**src/rtl/pcomp_pkg.sv**
```systemverilog
package pcomp_pkg;

  // Total lanes: request, acknowledge, parity bits, data bits.
  function automatic int lane_total(input int par_w, input int dat_w);
    return 2 + par_w + dat_w;
  endfunction

  // A lane needs the boost when its next value differs from the recorded one.
  function automatic logic needs_boost(input logic nxt_v, input logic rec_v);
    return nxt_v ^ rec_v;
  endfunction

  // Full strength is forced whenever precompensation is not in force.
  function automatic logic lane_select(input logic boost_v, input logic active_v);
    return boost_v | ~active_v;
  endfunction

endpackage

```
**src/rtl/pcomp_lane.sv**
```systemverilog
module pcomp_lane
  import pcomp_pkg::*;
(
  input  logic clk,
  input  logic rst_n,
  input  logic tick,
  input  logic nxt,
  output logic boost
);

  logic rec_q;
  logic boost_q;
  logic change_w;

  assign change_w = needs_boost(nxt, rec_q);

  always_ff @(posedge clk or negedge rst_n) begin
    if (!rst_n) begin
      rec_q   <= 1'b0;
      boost_q <= 1'b1;
    end else if (tick) begin
      rec_q   <= nxt;
      boost_q <= change_w;
    end
  end

  assign boost = boost_q;

  // a changed bit is boosted for the following period
  assert_boost_on_change_R1: assert property (@(posedge clk) disable iff (!rst_n)
    tick && (nxt != rec_q) |=> boost);

  // a repeated bit drops to reduced drive
  assert_weak_on_repeat_R2: assert property (@(posedge clk) disable iff (!rst_n)
    tick && (nxt == rec_q) |=> !boost);

  // nothing moves between period enables
  assert_hold_between_R3: assert property (@(posedge clk) disable iff (!rst_n)
    !tick |=> $stable(boost) && $stable(rec_q));

  // the record follows the presented value on every enable
  assert_record_follows_R6: assert property (@(posedge clk) disable iff (!rst_n)
    tick |=> rec_q == $past(nxt));

endmodule

```
**src/rtl/pcomp_gate.sv**
```systemverilog
module pcomp_gate
  import pcomp_pkg::*;
#(
  parameter int N = 20
) (
  input  logic         pcomp_en,
  input  logic         fast_mode,
  input  logic [N-1:0] boost_vec,
  output logic         active,
  output logic [N-1:0] strong_vec
);

  assign active = pcomp_en & fast_mode;

  for (genvar i = 0; i < N; i++) begin : g_sel
    assign strong_vec[i] = lane_select(boost_vec[i], active);
  end

endmodule

```
**src/rtl/pcomp_strength_ctrl.sv**
```systemverilog
module pcomp_strength_ctrl
  import pcomp_pkg::*;
#(
  parameter int PAR_W  = 2,
  parameter int DATA_W = 16
) (
  input  logic              clk,
  input  logic              rst_n,
  input  logic              period_en,
  input  logic              pcomp_en,
  input  logic              fast_mode,
  input  logic              req_nxt,
  input  logic              ack_nxt,
  input  logic [PAR_W-1:0]  par_nxt,
  input  logic [DATA_W-1:0] dat_nxt,
  output logic              req_strong,
  output logic              ack_strong,
  output logic [PAR_W-1:0]  par_strong,
  output logic [DATA_W-1:0] dat_strong
);

  localparam int N      = lane_total(PAR_W, DATA_W);
  localparam int PAR_LO = 2;
  localparam int DAT_LO = 2 + PAR_W;

  logic [N-1:0] nxt_vec;
  logic [N-1:0] boost_vec;
  logic [N-1:0] strong_vec;
  logic         active;

  // Lane order: 0 request, 1 acknowledge, then parity, then data.
  assign nxt_vec = {dat_nxt, par_nxt, ack_nxt, req_nxt};

  for (genvar i = 0; i < N; i++) begin : g_lane
    pcomp_lane u_lane (
      .clk   (clk),
      .rst_n (rst_n),
      .tick  (period_en),
      .nxt   (nxt_vec[i]),
      .boost (boost_vec[i])
    );
  end

  pcomp_gate #(.N(N)) u_gate (
    .pcomp_en   (pcomp_en),
    .fast_mode  (fast_mode),
    .boost_vec  (boost_vec),
    .active     (active),
    .strong_vec (strong_vec)
  );

  assign req_strong = strong_vec[0];
  assign ack_strong = strong_vec[1];
  assign par_strong = strong_vec[PAR_LO +: PAR_W];
  assign dat_strong = strong_vec[DAT_LO +: DATA_W];

  // inactive means every select reads full strength
  assert_full_when_idle_R5: assert property (@(posedge clk) disable iff (!rst_n)
    !(pcomp_en && fast_mode) |-> (&{req_strong, ack_strong, par_strong, dat_strong}));

  // leaving reset, every lane still holds the full-strength state
  assert_reset_full_R7: assert property (@(posedge clk) disable iff (!rst_n)
    $rose(rst_n) |-> (&boost_vec));

  // an active lane that saw no enable keeps its select
  assert_lane_hold_R4: assert property (@(posedge clk) disable iff (!rst_n)
    !period_en && active && $past(active) |=> $stable(strong_vec) || !active);

endmodule

```
**config.mk**
```make
export PLATFORM = sky130hd
export DESIGN_NAME = pcomp_strength_ctrl
export DESIGN_NICKNAME = d
export VERILOG_FILES = /design/src/rtl/pcomp_pkg.sv /design/src/rtl/pcomp_lane.sv /design/src/rtl/pcomp_gate.sv /design/src/rtl/pcomp_strength_ctrl.sv
export SDC_FILE = /design/constraint.sdc
export NUM_CORES = 1
export LEC_CHECK = 0
export BUFFER_PORTS_ARGS = -buffer_cell sky130_fd_sc_hd__buf_2
export CORE_MARGIN = 3
export CORE_UTILIZATION = 52
export DETAILED_ROUTE_END_ITERATION = 12
export PLACE_DENSITY = 0.85
export RECOVER_POWER = 50
export SLEW_MARGIN = 20
export SYNTH_ARGS = -nofsm -noshare
export SYNTH_HDL_FRONTEND = slang
export SYNTH_HIERARCHICAL = 1
export SYNTH_SLANG_ARGS = --single-unit
```
**constraint.sdc**
```tcl
create_clock -name clk -period 1.1 [get_ports clk]
set_input_delay 0.22 -clock clk [delete_from_list [all_inputs] [get_ports clk]]
set_output_delay 0.22 -clock clk [all_outputs]
set_load 0.005 [all_outputs]
```
==> impl_metrics.csv <==
group,metric,value,unit
status,run_status,"complete, but fails checks",
status,failed_checks,"negative setup slack",
floorplanning,floorplan.io_pins,45,
clock_network,root_buffer,"sky130_fd_sc_hd__clkbuf_4",
logic_synthesis,ys_warn_count,6,
clock_network,cts_tree,"done",
final_layout,fillCellCount,269,
critical_path,crit_arrival,1.11,ns
floorplanning,die_h,66.0,um
pwr,power.sequential.fraction,54.4,%
route,drt_pre_antenna_iters,4,
route,met2RoutedLength,1810,um
pwr,total_power,3.39,mW
route,routed-wl-met3,133,um
pwr,power.share.switching,24.3,%
critical_path,regToRegSetupSlack,0.25,ns
placed_design,placed_area,0.00216,sq mm
critical_path,critical_path_cell_sequence,"nand3b_1 > buf_2",
global_routing,grt_overflow_total,0,
sta,final.setup_skew,0.00448,ns
route,ant_nets,0,
floorplanning,start_util,55.2,%
hold_path,worst_hold_path.num_cells,2,
sta,final-setup-viol-count,20,
global_routing,first_global_vias,1349,
placed_design,portBuffers,44,
logic_synthesis,total_nets_after_synthesis,169,
route,drt_first_iter_violations,46,
pwr,power.density_cell_area,1510,mW/mm^2
placed_design,dpl.hpwl,2440,um
clock_network,cts_inserted_buffers,5,
pwr,p_leak,0.961,nW
route,detail_route.wirelength.met1,1460,um
sta,final-max-slew-violation-count,0,
floorplanning,core.rowCount,21,
pwr,power_frac_comb,18.0,%
clock_network,h-tree-depth,2,
critical_path,timing.critical_path.from_type,"flop",
final_layout,layout-drive-gt1-share,48.2,%
final_layout,final_common_cell,"sky130_fd_sc_hd__buf_2",
final_layout,finalCoreUtilization,66.3,%
global_routing,grt_antenna_before_repair,0,
critical_path,timing.setup.critical_path_class,"flop to output port",
clock_network,insertion_delay_to_the_later_sink_of_the_worst_skew_pair,0.34,ns
global_routing,grt.total_usage,18.0,%
pwr,cellInternalPower,2.57,mW
floorplanning,chipWidth,66.0,um
critical_path,standard_cell_with_the_maximum_stage_delay_on_the_critical_path,"sky130_fd_sc_hd__dfstp_2",
sta,rsz0062_at_grt,"true",
route,vias,1272,
sta,final.min_clock_period,1.33,ns
route,highest-signal-layer,"met4",
sta,timing.fmax,751,MHz
sta,tightest_slew,0.516,ns
clock_network,cts.path.max_buffers,2,
floorplanning,fp.dieArea,0.00436,sq mm
global_routing,grt_pass1_wl,5970,um
pwr,vdd.ir_drop.worst,0.768,mV
critical_path,path_max_fanout,2,
route,wl_per_cell,14.2,um
final_layout,final_cell_area,0.00225,sq mm
hold_path,timing.hold.worst.class,"primary input to flop",
sta,final-hold-violation-count,0,
logic_synthesis,synth.avg_cell_area,13.0,sq um
sta,timing.final.crit_share,121,%
route,routed_wl,3460,um
job,cap_viol_max_count,0,
critical_path,depth_of_the_worst_register_to_register_path,3,
final_layout,area_overhead_of_the_layout_relative_to_synthesis,20.0,%
floorplanning,coreArea,0.00339,sq mm
route,remaining_drc_errors,0,
sta,slew-limit-headroom,65.6,%
pwr,power_switching,0.822,mW
final_layout,num-nets-final,221,
logic_synthesis,mappedNetlistArea,0.00187,sq mm
critical_path,worstPathRequired,0.88,ns
critical_path,timing.critical_path.slowest_cell_delay,0.55,ns
final_layout,n_antenna_cell,0,
global_routing,largest_net_degree_at_the_start_of_global_routing,41,
logic_synthesis,post_synth_inst_count,144,
placed_design,place_congestion,0.690,
clock_network,clock_sink_count,40,
pwr,power.share.clock,27.6,%
critical_path,crit_path_end_kind,"output port",
sta,timing.setup.tns,-4.34,ns
clock_network,worst_setup_hold_path_clk_slew,0.12,ns
sta,final.setup.worst_slack,-0.232,ns
route,vias_per_cell,5.23,
## final timing paths
path | startpoint | to
min in group asynchronous | rst_n | g_lane[14].u_lane/rec_q
worst max register to register | g_lane[10].u_lane/boost | g_lane[10].u_lane/boost
worst min-delay path | ack_nxt | g_lane[1].u_lane/rec_q
worst min register to register | g_lane[15].u_lane/boost | g_lane[15].u_lane/boost
worst max-delay path | g_lane[19].u_lane/boost | dat_strong[15]
max in group asynchronous | rst_n | g_lane[15].u_lane/boost
## cell type report
cell class | count | area, sq um | share of cell area [%]
clock inverter | 2 | 35.0 | 1.56
tap | 46 | 57.6 | 2.56
sequential | 40 | 1030 | 45.7
multi-input combinational | 100 | 801 | 35.7
clock buffer | 6 | 41.3 | 1.84
timing repair buffer | 49 | 285 | 12.7
## through the flow
stage | hold WS (ns) | worst slack [ns] | std cells
3_5_place_dp | 0.200 | 0.0479 | 233
2_1_floorplan | -0.0756 | 0.276 | 144
6_report | 0.122 | -0.232 | 243
5_1_grt | 0.111 | -0.295 | 243
3_3_place_gp | 0.196 | 0.0685 | 233
4_1_cts | 0.111 | -0.255 | 243
## power by group through the flow
stage / Combinational (mW) / Sequential (mW) / Clock [mW]
5_1_grt: 0.676 / 1.87 / 1.03
6_report: 0.611 / 1.84 / 0.935
3_3_place_gp: 0.582 / 1.86 / 0
4_1_cts: 0.626 / 1.85 / 0.967
2_1_floorplan: 0.390 / 1.84 / 0
3_5_place_dp: 0.608 / 1.87 / 0
## sequential cells by signal, indices dropped and copies added (netlist names)
name	flops
g_lane.u_lane/rec_q	20
g_lane.u_lane/boost	20
## metal layers
layer | track usage [%] | vias to the layer above
met5 | 0 | -
met4 | 7.61 | 0
met3 | 4.08 | 6
met2 | 31.5 | 28
met1 | 21.1 | 640
li1 | - | 598
## critical path, delay by kind of cell, from the launching register on
family	cells	cell delay, ns
flip-flops	1	0.55
buffers and inverters	1	0.12
AND/OR/NAND/NOR	1	0.10
## what timing repair did
action	4_1_cts	5_1_grt
hold buffers	1	0
endpoints found under the hold margin	20	0
setup endpoints to repair	20	20
gates resized for setup	0	0
setup buffers	1	0
Note: power is estimated with default switching activity, not from simulation.
